**src/rtl/txctl_pkg.sv**
```systemverilog
package txctl_pkg;

    typedef enum logic {
        PWR_OFF = 1'b0,
        PWR_ON  = 1'b1
    } pwr_state_t;

    typedef enum logic {
        FLT_CLEAR = 1'b0,
        FLT_HELD  = 1'b1
    } flt_state_t;

endpackage

```
**src/rtl/txctl_cmd_merge.sv**
```systemverilog
module txctl_cmd_merge #(
    parameter int NUM_REMOTE = 1
) (
    input  logic                  panel_on,
    input  logic                  panel_off,
    input  logic [NUM_REMOTE-1:0] remote_on,
    input  logic [NUM_REMOTE-1:0] remote_off,
    input  logic                  local_mode,
    output logic                  on_req,
    output logic                  off_req
);
    logic [NUM_REMOTE-1:0] gated_on;
    logic [NUM_REMOTE-1:0] gated_off;

    // each remote source is shunted separately while in local mode
    for (genvar g = 0; g < NUM_REMOTE; g++) begin : g_gate
        assign gated_on[g]  = remote_on[g]  & ~local_mode;
        assign gated_off[g] = remote_off[g] & ~local_mode;
    end

    assign on_req  = panel_on  | (|gated_on);
    assign off_req = panel_off | (|gated_off);
endmodule

```
**src/rtl/txctl_power_fsm.sv**
```systemverilog
module txctl_power_fsm
    import txctl_pkg::*;
#(
    parameter bit RETAIN_ON_RESET = 1'b0
) (
    input  logic       clk,
    input  logic       rst_n,
    input  logic       on_req,
    input  logic       off_req,
    output pwr_state_t state
);
    pwr_state_t state_q = PWR_OFF;
    pwr_state_t state_d;

    always_comb begin
        state_d = state_q;
        unique case (state_q)
            PWR_OFF: if (on_req && !off_req) state_d = PWR_ON;   // T_TURN_ON
            PWR_ON:  if (off_req)            state_d = PWR_OFF;  // T_TURN_OFF
            default: state_d = PWR_OFF;
        endcase
    end

    if (RETAIN_ON_RESET) begin : g_retain
        always_ff @(posedge clk) begin
            if (rst_n) state_q <= state_d;
        end
    end else begin : g_clear
        always_ff @(posedge clk) begin
            if (!rst_n) state_q <= PWR_OFF;
            else        state_q <= state_d;
        end
    end

    assign state = state_q;
endmodule

```
**src/rtl/txctl_fault_fsm.sv**
```systemverilog
module txctl_fault_fsm
    import txctl_pkg::*;
(
    input  logic       clk,
    input  logic       rst_n,
    input  logic       on_req,
    input  logic       reject_hot,
    output flt_state_t state
);
    flt_state_t state_q;
    flt_state_t state_d;

    always_comb begin
        state_d = state_q;
        unique case (state_q)
            FLT_CLEAR: if (reject_hot && !on_req) state_d = FLT_HELD;  // T_CAPTURE
            FLT_HELD:  if (on_req)                state_d = FLT_CLEAR; // T_RELEASE
            default:   state_d = FLT_CLEAR;
        endcase
    end

    always_ff @(posedge clk) begin
        if (!rst_n) state_q <= FLT_CLEAR;
        else        state_q <= state_d;
    end

    assign state = state_q;
endmodule

```
**src/rtl/txctl_top.sv**
```systemverilog
module txctl_top
    import txctl_pkg::*;
#(
    parameter int NUM_REMOTE      = 1,
    parameter bit RETAIN_ON_RESET = 1'b0
) (
    input  logic                  clk,
    input  logic                  rst_n,
    input  logic                  panel_on,
    input  logic                  panel_off,
    input  logic [NUM_REMOTE-1:0] remote_on,
    input  logic [NUM_REMOTE-1:0] remote_off,
    input  logic                  local_mode,
    input  logic                  interlock_ok,
    input  logic                  reject_hot,
    output logic                  contactor_en,
    output logic                  led_power_on,
    output logic                  led_off,
    output logic                  led_on,
    output logic                  led_local,
    output logic                  fault_alarm,
    output logic                  drive_reduce
);
    logic       on_req;
    logic       off_req;
    pwr_state_t pwr_state;
    flt_state_t flt_state;

    txctl_cmd_merge #(.NUM_REMOTE(NUM_REMOTE)) u_merge (
        .panel_on   (panel_on),
        .panel_off  (panel_off),
        .remote_on  (remote_on),
        .remote_off (remote_off),
        .local_mode (local_mode),
        .on_req     (on_req),
        .off_req    (off_req)
    );

    txctl_power_fsm #(.RETAIN_ON_RESET(RETAIN_ON_RESET)) u_power (
        .clk     (clk),
        .rst_n   (rst_n),
        .on_req  (on_req),
        .off_req (off_req),
        .state   (pwr_state)
    );

    txctl_fault_fsm u_fault (
        .clk        (clk),
        .rst_n      (rst_n),
        .on_req     (on_req),
        .reject_hot (reject_hot),
        .state      (flt_state)
    );

    always_comb begin
        led_on       = 1'b0;
        led_off      = 1'b0;
        contactor_en = 1'b0;
        unique case (pwr_state)
            PWR_OFF: led_off = 1'b1;
            PWR_ON: begin
                led_on       = 1'b1;
                contactor_en = interlock_ok;
            end
            default: led_off = 1'b1;
        endcase
        led_power_on = contactor_en;
        led_local    = local_mode;
    end

    always_comb begin
        fault_alarm  = 1'b0;
        drive_reduce = 1'b0;
        unique case (flt_state)
            FLT_CLEAR: ;
            FLT_HELD: begin
                fault_alarm  = 1'b1;
                drive_reduce = 1'b1;
            end
            default: ;
        endcase
    end
endmodule

```
**config.mk**
```make
export PLATFORM = sky130hd
export DESIGN_NAME = txctl_top
export DESIGN_NICKNAME = d
export VERILOG_FILES = /design/src/rtl/txctl_pkg.sv /design/src/rtl/txctl_cmd_merge.sv /design/src/rtl/txctl_power_fsm.sv /design/src/rtl/txctl_fault_fsm.sv /design/src/rtl/txctl_top.sv
export SDC_FILE = /design/constraint.sdc
export NUM_CORES = 1
export LEC_CHECK = 0
export BUFFER_PORTS_ARGS = -buffer_cell sky130_fd_sc_hd__buf_4
export CORE_AREA = 3 3 40 42
export CTS_BUF_LIST = sky130_fd_sc_hd__clkbuf_8
export DETAILED_ROUTE_END_ITERATION = 10
export DIE_AREA = 0 0 43 45
export SLEW_MARGIN = 10
export SYNTH_ARGS = -nofsm -noshare
export SYNTH_HDL_FRONTEND = slang
export SYNTH_SLANG_ARGS = --single-unit
```
**constraint.sdc**
```tcl
create_clock -name clk -period 0.8 [get_ports clk]
set_input_delay 0 -clock clk [delete_from_list [all_inputs] [get_ports clk]]
set_output_delay 0 -clock clk [all_outputs]
set_load 0.02 [all_outputs]
```
==> results.toml <==
[outcome]
status = "finished, violations left"
violations = "hold timing, setup timing"

[synth]
synth-simple-area-share_pct = 29.4
synth_xor_area_share_pct = 0
synth_compound_gate_area_share_pct = 15.7
syn_area_per_cell_um2 = 9.12
synthAdderAreaFrac_pct = 0
synth_mux_area_share_pct = 0
yosysWarnings = 0
synth_top_family_by_area = "simple AND/OR/NAND/NOR gates"
netlist_area_um2 = 128
seq_area_frac_synth_pct = 31.4
ys_types = 10
ys_seq_elements = 2
synth_fp_nets = 23
synth_cells = 14

[clock_network]
worstSkewPairLatency_ns = 0.21
cts_root_buf = "clkbuf_8"
numCtsBuffers = 3
cts_buffer_depth = 2
cts_tree = "built"
cts.sinks = 2
postCtsSetupBuffers = 0
htree_levels = 1
cts.clk_slew.worst_paths_ns = 0.03
cts_hold_buf = 1

[floorplanning]
fp.dieW_um = 43
rows = 13
dieArea_mm2 = 0.00194
die_h_um = 45
initial_utilization_pct = 9.93
core_mm2 = 0.00128
ios = 16

[route]
wl_per_cell_um = 8.59
drc = 0
antenna_left = 0
num_vias = 153
routed_wl_um = 395
vias_per_cell = 3.33
drt-initial-drc-count = 1
dr.pass1.iters = 4

[timing]
fin_ws_ns = -0.0177
rsz0062_at_grt = "yes"
hold_slack_ns = -0.0554
fmax_mhz = 1220
hold_violations = 1
slew_violations = 0
relSlewSlack_pct = 84.1
fin_crit_ns = 0.818
period_share_pct = 102
finalSetupViolCount = 2
finClkSkew_ns = 0
max_slew.worst_pin.slew_ns = 0.238

[placement]
hpwl_um = 313
gp_congestion = 0.579
dpl-instance-area_um2 = 244
port-buffer-count = 15
dpl_worst_slack_ns = 0.0374

[global_route]
grt_usage_pct = 4.65
antenna_found_initial = 0
first_global_vias = 166
grt_pass1_wl_um = 572
grt_overflow = 0
grt_max_degree = 5

[finish]
nets = 41
fin_area_um2 = 308
area_delta_synth_final_pct = 141
diodes = 0
drive_gt1_share_pct = 74.2

[critical_path]
cp.arrival_ns = 0.82
crit_chain = "and2_4 > buf_6"
worst_path_max_delay_cell = "dfxtp_4"
path_depth = 2
startpoint_type = "flip-flop"
worstPathRequired_ns = 0.80
critical_path.max_fanout = 4
end_kind = "output pin"
critPathKind = "reg2out"
cp_top_family = "flip-flops"
path_buf_inv = 1
reg2regPathDepth = 2
cpPeakStageDelay_ns = 0.34

[power]
totalPowerFinal_mw = 0.627
ir_drop_mv = 0.332
leakage_nw = 0.151
p_per_area_mw_per_mm2 = 2040

[min_path]
holdPathStages = 2
min_path_type = "in2reg"

[run]
cap_violations = 0
sequential cells by signal (all words and copies together), names as in the netlist:
| signal | cells |
|---|---|
| u_fault.state | 1 |
| u_power.state | 1 |
timing repair:
| item | CTS | global route |
|---|---|---|
| endpoints found under the setup margin | 2 | 3 |
| pin swaps | 0 | 0 |
| endpoints found under the hold margin | 2 | 1 |
| resized for setup | 3 | 0 |
worst paths after layout:
check,startpoint,to,slack [ns]
setup reg to reg,u_power.state$_SDFF_PN0_,u_power.state$_SDFF_PN0_,0.04
hold reg to reg,u_power.state$_SDFF_PN0_,u_power.state$_SDFF_PN0_,0.53
setup / recovery,u_power.state$_SDFF_PN0_,contactor_en,-0.02
hold / removal,panel_off,u_power.state$_SDFF_PN0_,-0.06
routing by layer:
| layer | global-route usage [%] | up-vias | share of wire, % |
|---|---|---|---|
| met1 | 3.35 | 64 | 31 |
| met4 | 9.04 | 0 | 4.3 |
| met5 | 0 | - | 0 |
| met3 | 0.797 | 2 | 12 |
| li1 | - | 76 | - |
| met2 | 7.49 | 11 | 52 |
logic make-up (layout without fill, tap and decap cells):
family | Yosys count | after routing
and+or+nand+nor | 5 | 5
buffers and inverters | 5 | 22
AOI/OAI and AO/OA | 2 | 2
DFF | 2 | 2
cells in the final DEF, fill, tap and decap left out:
cell type,instances
a2111oi_2,1
and2_4,1
buf_4,13
buf_6,2
clkbuf_8,3
dfxtp_1,1
dfxtp_4,1
dlygate4sd3_1,1
inv_1,3
nand2b_4,1
nor2_2,1
nor2b_1,1
nor3b_1,1
o21ai_0,1
stage by stage:
step / utilization [%] / cells / hold WS, ns / setup TNS, ns
2_1_floorplan: - / 14 / 0.0686 / 0
3_3_place_gp: 19.0 / 41 / 0.163 / 0
3_5_place_dp: 19.0 / 41 / 0.170 / 0
4_1_cts: 24.0 / 46 / -0.0575 / -0.0485
5_1_grt: 24.0 / 46 / -0.0461 / -0.114
6_report: 24.0 / 46 / -0.0554 / -0.0350
layout make-up:
class	instances	area [µm²]
Inverter	2	7.51
Clock buffer	3	41.3
Tap cell	15	18.8
Multi-Input combinational cell	7	62.6
Sequential cell	2	43.8
Clock inverter	1	3.75
Fill cell	143	977
Timing Repair Buffer	16	130
where the power goes:
group	internal, mW	switching (mW)	leakage (nW)
Sequential	0.104	0.00396	0.0171
Clock	0.325	0.0884	0.0269
Combinational	0.0618	0.0432	0.107
cells in the mapped netlist (all sizes together):
cell type | count | area (µm²)
a2111oi | 1 | 15.0
and2 | 1 | 6.26
buf | 3 | 22.5
dfxtp | 2 | 40.0
inv | 2 | 7.51
nand2b | 1 | 13.8
nor2 | 1 | 3.75
nor2b | 1 | 6.26
nor3b | 1 | 7.51
o21ai | 1 | 5.00
(Power assumes the default switching activity.)
